**src/rtl/pin_bank_pkg.sv**
```systemverilog
package pin_bank_pkg;

  typedef enum logic [1:0] {
    MD_IN  = 2'b00,
    MD_GPO = 2'b01,
    MD_ALT = 2'b10,
    MD_ANA = 2'b11
  } pinMode_e;

  typedef enum logic [2:0] {
    SEL_MODE,
    SEL_TYPE,
    SEL_SPEED,
    SEL_PULL,
    SEL_IN,
    SEL_OUT,
    SEL_SETCLR,
    SEL_NONE
  } regSel_e;

  // strobes from control to datapath
  typedef struct packed {
    logic wrMode;
    logic wrType;
    logic wrSpeed;
    logic wrPull;
    logic wrOut;
    logic wrSetClr;
    logic advance;
  } regStrobe_t;

endpackage

```
**src/rtl/pin_bank_ctrl.sv**
```systemverilog
module pin_bank_ctrl
  import pin_bank_pkg::*;
#(
  parameter int ADDR_W = 8
) (
  input  logic              portClkEn,
  input  logic [ADDR_W-1:0] busAddr,
  input  logic              busWe,
  input  logic              busRe,
  output regStrobe_t        strobe,
  output regSel_e           rdSel
);

  localparam int IDX_W = ADDR_W - 2;

  logic [IDX_W-1:0] wordIdx;
  regSel_e          hitSel;
  logic             wrOk;

  assign wordIdx = busAddr[ADDR_W-1:2];
  assign wrOk    = busWe && portClkEn;

  always_comb begin
    hitSel = SEL_NONE;
    if (busAddr[1:0] == 2'b00) begin
      case (wordIdx)
        IDX_W'(0): hitSel = SEL_MODE;
        IDX_W'(1): hitSel = SEL_TYPE;
        IDX_W'(2): hitSel = SEL_SPEED;
        IDX_W'(3): hitSel = SEL_PULL;
        IDX_W'(4): hitSel = SEL_IN;
        IDX_W'(5): hitSel = SEL_OUT;
        IDX_W'(6): hitSel = SEL_SETCLR;
        default:   hitSel = SEL_NONE;
      endcase
    end
  end

  always_comb begin
    strobe          = '0;
    strobe.advance  = portClkEn;
    strobe.wrMode   = wrOk && (hitSel == SEL_MODE);
    strobe.wrType   = wrOk && (hitSel == SEL_TYPE);
    strobe.wrSpeed  = wrOk && (hitSel == SEL_SPEED);
    strobe.wrPull   = wrOk && (hitSel == SEL_PULL);
    strobe.wrOut    = wrOk && (hitSel == SEL_OUT);
    strobe.wrSetClr = wrOk && (hitSel == SEL_SETCLR);
  end

  assign rdSel = busRe ? hitSel : SEL_NONE;

endmodule

```
**src/rtl/pin_bank_dp.sv**
```systemverilog
module pin_bank_dp
  import pin_bank_pkg::*;
#(
  parameter int PINS   = 16,
  parameter int DATA_W = 32
) (
  input  logic                clk,
  input  logic                rstN,
  input  regStrobe_t          strobe,
  input  regSel_e             rdSel,
  input  logic [DATA_W-1:0]   wdata,
  input  logic [PINS-1:0]     pinIn,
  input  logic [PINS-1:0]     altIn,
  output logic [DATA_W-1:0]   rdata,
  output logic [PINS-1:0]     padOut,
  output logic [PINS-1:0]     padOe,
  output logic [PINS-1:0]     padPullUp,
  output logic [PINS-1:0]     padPullDn,
  output logic [2*PINS-1:0]   modeReg,
  output logic [PINS-1:0]     typeReg,
  output logic [PINS-1:0]     outData
);

  localparam int FIELD_W = 2 * PINS;

  logic [FIELD_W-1:0] speedReg;
  logic [FIELD_W-1:0] pullReg;
  logic [PINS-1:0]    syncA;
  logic [PINS-1:0]    syncB;
  logic [PINS-1:0]    anaMask;
  logic [PINS-1:0]    inData;
  logic [PINS-1:0]    setBits;
  logic [PINS-1:0]    clrBits;

  assign setBits = wdata[PINS-1:0];
  assign clrBits = wdata[2*PINS-1:PINS];

  always_ff @(posedge clk or negedge rstN) begin
    if (!rstN) begin
      modeReg  <= '0;
      typeReg  <= '0;
      speedReg <= '0;
      pullReg  <= '0;
      outData  <= '0;
    end else begin
      if (strobe.wrMode)  modeReg  <= wdata[FIELD_W-1:0];
      if (strobe.wrType)  typeReg  <= wdata[PINS-1:0];
      if (strobe.wrSpeed) speedReg <= wdata[FIELD_W-1:0];
      if (strobe.wrPull)  pullReg  <= wdata[FIELD_W-1:0];
      if (strobe.wrOut)   outData  <= wdata[PINS-1:0];
      else if (strobe.wrSetClr) outData <= (outData & ~clrBits) | setBits;
    end
  end

  // two-stage synchronizer, frozen while the port clock is off
  always_ff @(posedge clk or negedge rstN) begin
    if (!rstN) begin
      syncA <= '0;
      syncB <= '0;
    end else if (strobe.advance) begin
      syncA <= pinIn;
      syncB <= syncA;
    end
  end

  for (genvar g = 0; g < PINS; g++) begin : gPin
    pinMode_e pinMode;
    logic     drives;
    logic     value;
    logic [1:0] pullCode;

    assign pinMode  = pinMode_e'(modeReg[2*g +: 2]);
    assign pullCode = pullReg[2*g +: 2];
    assign drives   = (pinMode == MD_GPO) || (pinMode == MD_ALT);
    assign value    = (pinMode == MD_ALT) ? altIn[g] : outData[g];

    always_comb begin
      if (!drives) begin
        padOut[g] = 1'b0;
        padOe[g]  = 1'b0;
      end else if (typeReg[g]) begin
        padOut[g] = 1'b0;
        padOe[g]  = ~value;
      end else begin
        padOut[g] = value;
        padOe[g]  = 1'b1;
      end
    end

    assign padPullUp[g] = (pullCode == 2'b01);
    assign padPullDn[g] = (pullCode == 2'b10);
    assign anaMask[g]   = (pinMode == MD_ANA);
  end

  assign inData = syncB & ~anaMask;

  always_comb begin
    case (rdSel)
      SEL_MODE:  rdata = DATA_W'(modeReg);
      SEL_TYPE:  rdata = DATA_W'(typeReg);
      SEL_SPEED: rdata = DATA_W'(speedReg);
      SEL_PULL:  rdata = DATA_W'(pullReg);
      SEL_IN:    rdata = DATA_W'(inData);
      SEL_OUT:   rdata = DATA_W'(outData);
      default:   rdata = '0;
    endcase
  end

endmodule

```
**src/rtl/pin_bank.sv**
```systemverilog
module pin_bank
  import pin_bank_pkg::*;
#(
  parameter int PINS   = 16,
  parameter int ADDR_W = 8
) (
  input  logic              clk,
  input  logic              rstN,
  input  logic              portClkEn,
  input  logic [ADDR_W-1:0] busAddr,
  input  logic [31:0]       busWdata,
  input  logic              busWe,
  input  logic              busRe,
  output logic [31:0]       busRdata,
  input  logic [PINS-1:0]   pinIn,
  input  logic [PINS-1:0]   altIn,
  output logic [PINS-1:0]   padOut,
  output logic [PINS-1:0]   padOe,
  output logic [PINS-1:0]   padPullUp,
  output logic [PINS-1:0]   padPullDn
);

  localparam int DATA_W = 32;

  regStrobe_t         strobe;
  regSel_e            rdSel;
  logic [2*PINS-1:0]  modeReg;
  logic [PINS-1:0]    typeReg;
  logic [PINS-1:0]    outData;

  pin_bank_ctrl #(.ADDR_W(ADDR_W)) u_ctrl (
    .portClkEn (portClkEn),
    .busAddr   (busAddr),
    .busWe     (busWe),
    .busRe     (busRe),
    .strobe    (strobe),
    .rdSel     (rdSel)
  );

  pin_bank_dp #(.PINS(PINS), .DATA_W(DATA_W)) u_dp (
    .clk       (clk),
    .rstN      (rstN),
    .strobe    (strobe),
    .rdSel     (rdSel),
    .wdata     (busWdata),
    .pinIn     (pinIn),
    .altIn     (altIn),
    .rdata     (busRdata),
    .padOut    (padOut),
    .padOe     (padOe),
    .padPullUp (padPullUp),
    .padPullDn (padPullDn),
    .modeReg   (modeReg),
    .typeReg   (typeReg),
    .outData   (outData)
  );

endmodule

```
**config.mk**
```make
export PLATFORM = sky130hd
export DESIGN_NAME = pin_bank
export DESIGN_NICKNAME = d
export VERILOG_FILES = /design/src/rtl/pin_bank_pkg.sv /design/src/rtl/pin_bank_ctrl.sv /design/src/rtl/pin_bank_dp.sv /design/src/rtl/pin_bank.sv
export SDC_FILE = /design/constraint.sdc
export NUM_CORES = 1
export LEC_CHECK = 0
export BUFFER_PORTS_ARGS = -buffer_cell sky130_fd_sc_hd__clkbuf_2
export CORE_AREA = 2 2 100 199
export CTS_BUF_LIST = sky130_fd_sc_hd__clkbuf_8
export CTS_CLUSTER_SIZE = 12
export DETAILED_ROUTE_END_ITERATION = 7
export DIE_AREA = 0 0 102 201
export PLACE_DENSITY = 0.68
export SYNTH_ARGS = -nofsm -noshare
export SYNTH_HDL_FRONTEND = slang
export SYNTH_HIERARCHICAL = 1
export SYNTH_SLANG_ARGS = --single-unit
```
**constraint.sdc**
```tcl
create_clock -name clk -period 2.3 [get_ports clk]
set_input_delay 0.23 -clock clk [delete_from_list [all_inputs] [get_ports clk]]
set_output_delay 0.23 -clock clk [all_outputs]
set_load 0.005 [all_outputs]
```
==> metrics.txt <==
Synthesized Nets approximately 800; TNS Setup -10.23 ns; Tmin final approximately 2.7 ns; # setup viols final 32; chip width approximately 100 um; num rows 72; Clock Latency Late Sink 0.45 ns; CTS tree built; non-filler instance count after layout between 1000 and 1500; first-pass GRT wire length roughly 38000 um; GPL Wtd Cong 0.920; core area around 19000 um2; die area between 20000 and 25000 um2; post-synthesis async set-or-reset flop share 100%; Post-DP Area between 9000 and 10000 um2; Pint between 4 and 5 mW; WP buf/inv 3; pwr/cell area between 500 and 600 nW/um2; Mapped Area between 8000 and 9000 um2; Final Hold Vio Count 0; synth warn 6; area of the multi-input gates between 4000 and 5000 um2; Setup Crit Path Kind in -> out; WHS Path Cells 2; CP startpoint busAddr[7]; Top delay family on crit path simple AND/OR/NAND/NOR gates; drt pass-1 iters 5; Longest Clk Path Bufs 2; most frequent cells in the layout clkbuf_2 (163), dfrtp_1 (160), mux2_2 (139), buf_4 (45); Worst IR Drop VDD around 0.33 mV; vias roughly 6600; Initial Util between 40 and 50%; crit share post-route 117%; Slew headroom around three fifths; Logic pwr share between 10% and 20%; Crit. End Element output port; Avg Vias per Cell between 5 and 6; outcome complete, but fails checks; clock power share 34.2%; crit path max-delay cell type or4b_4; post-synthesis sequential area ratio between 40% and 50%; reg-to-reg startpoint u_dp/syncB[15]$_DFFE_PN0P_; # DRC 0; Post-synth top flop dfrtp_1; largest net degree at the start of global routing 62; Synth Area per Inst between 10 and 15 um2; drt total wl 24900 um; FF-to-FF End u_dp/syncB[15]$_DFFE_PN0P_; commonest non-fill, non-tap cell in the layout clkbuf_2; Fin Clk Skew 0.00864 ns; crit path max fanout 8; CP required a little over 2 ns; Inst Count DP approximately 1100; placed wire-length estimate approximately 18000 um; Slew @ Worst Pin 0.584 ns; Port Buf Inserts around 170; clk root buf clkbuf_8; clock slew at reported path FFs 0.09 ns; post-synth cell types 43; number of global-route vias before repair about 6800; FILL cells ~1700; Worst path max stage delay 0.63 ns; grt ovf 0; Static Leak 5.33 nW; Post-Synthesis Cells approximately 700; Final WS setup -0.381 ns; hold_sp pinIn[3]; FF-to-FF path depth 1; ant diodes 0; Final Cell Area between 10000 and 15000 um2; register area between 4000 and 5000 um2; CP Data Arrival Time between 2 and 2.5 ns; Final Net Count 1033; R2R Setup Slk around 1.4 ns; worst setup path endpoint busRdata[10]; Total GRT Usage around a quarter; RSZ-0062 raised after global routing yes; CP Cell Sequence buf_6 -> or4_4 -> or4b_4 -> buf_4 -> and3b_2 -> a221o_1 -> clkbuf_2; switching part of the total a little over a quarter; EDFF count, synth 0; io pins 173; die height between 200 and 250 um; post-route ant nets 0; H-tree depth 4; failing checks negative setup slack; Slew Viols, Final 0; initial antenna violation count 0; area growth from synthesis to layout 28.2%; max capacitance violation total 0; #FFs+latches synth 160; worst hold path type in -> reg; Highest Clock Rate approximately 370 MHz; CTS Buf Count 17; worst hold margin 0.0326 ns; NetSw 1.51 mW; Levels on crit path 7; initial drt markers between 200 and 300; Flop pwr share between 50 and 60%; drt wl/cell around 21 um; clk sinks 160; Setup crit start kind input port; share of cells above drive strength 1 49.0%
repair_timing:
item / 4_1_cts / 5_1_grt
gates resized for setup: 36 / 21
endpoints found under the setup margin: 32 / 32
endpoints found under the hold margin: 72 / 0
cloned: 2 / 1
pin swaps: 9 / 2
buffers inserted: 3 / 5
hold buffers: 16 / 0
power groups by stage:
stage | clock, mW | combinational (mW) | sequential, mW
floorplan | 0 | 0.268 | 3.07
global placement | 0 | 0.527 | 3.14
detailed placement | 0 | 0.541 | 3.14
CTS | 1.96 | 0.579 | 3.09
global route | 2.07 | 0.639 | 3.10
finish | 1.91 | 0.580 | 3.09
cells in the mapped netlist, types with 4 or more instances:
cell,number,area share [%]
buf_2,23,1.4
o221ai_1,5,0.52
a22oi_1,28,2.5
o21ai_0,16,0.95
a32oi_1,14,1.5
a32o_1,16,1.9
nor2b_1,36,2.7
buf_6,4,0.54
inv_1,27,1.2
nor2_1,20,0.89
mux2_1,35,4.7
nor3b_1,19,1.7
buf_4,7,0.63
clkbuf_1,10,0.45
mux2_2,139,19
ha_1,32,4.8
dfrtp_1,160,48
nand2_1,39,1.7
nor4_1,5,0.37
o211ai_1,5,0.45
mux2i_1,6,0.72
a21oi_1,23,1.4
metal layers:
metal / global-route usage [%] / wire (um) / vias to the layer above
met3: 4.32 / 1360 / 44
met4: 8.81 / 900 / 0
li1: - / - / 2987
met2: 41.1 / 12500 / 270
met5: 0 / 0 / -
met1: 31.3 / 10100 / 3276
cell families after synthesis:
group           Yosys count  synth area share (%)
flops                   160                  47.7
fa+ha+maj                32                  4.77
compound gates          113                  9.71
simple gates            140                  9.54
buf+inv                  71                  4.19
mux                     180                  24.1
stage by stage:
stage          utilization, %  power (mW)  setup slack [ns]
2_1_floorplan               -        3.34           -0.0874
3_3_place_gp             51.9        3.66            -0.352
3_5_place_dp             51.9        3.68            -0.381
4_1_cts                  55.7        5.62            -0.343
5_1_grt                  56.3        5.81            -0.432
6_report                 56.3        5.58            -0.381
worst min-delay path by stage:
stage / endpoint / slack (ns)
3_3_place_gp: u_dp/syncA[4]$_DFFE_PN0P_ / 0.25
3_5_place_dp: u_dp/syncA[4]$_DFFE_PN0P_ / 0.25
6_report: u_dp/syncA[3]$_DFFE_PN0P_ / 0.03
5_1_grt: u_dp/syncA[3]$_DFFE_PN0P_ / 0.02
2_1_floorplan: u_dp/modeReg[0]$_DFFE_PN0P_ / -0.07
4_1_cts: u_dp/syncA[3]$_DFFE_PN0P_ / 0.02
flip-flops by register name, indices dropped and copies added (netlist names):
signal,cells
u_dp/outData,16
u_dp/syncB,16
u_dp/syncA,16
u_dp/pullReg,32
u_dp/speedReg,32
u_dp/modeReg,32
u_dp/typeReg,16
cell type report:
| type | instances | share of cell area [%] |
|---|---|---|
| clock buffer | 19 | 2.43 |
| clock inverter | 12 | 0.919 |
| inverter | 27 | 0.942 |
| multi-input combinational | 466 | 39.7 |
| sequential | 160 | 37.2 |
| tap | 259 | 3.01 |
| timing repair buffer | 252 | 15.7 |
(Power assumes the default switching activity.)
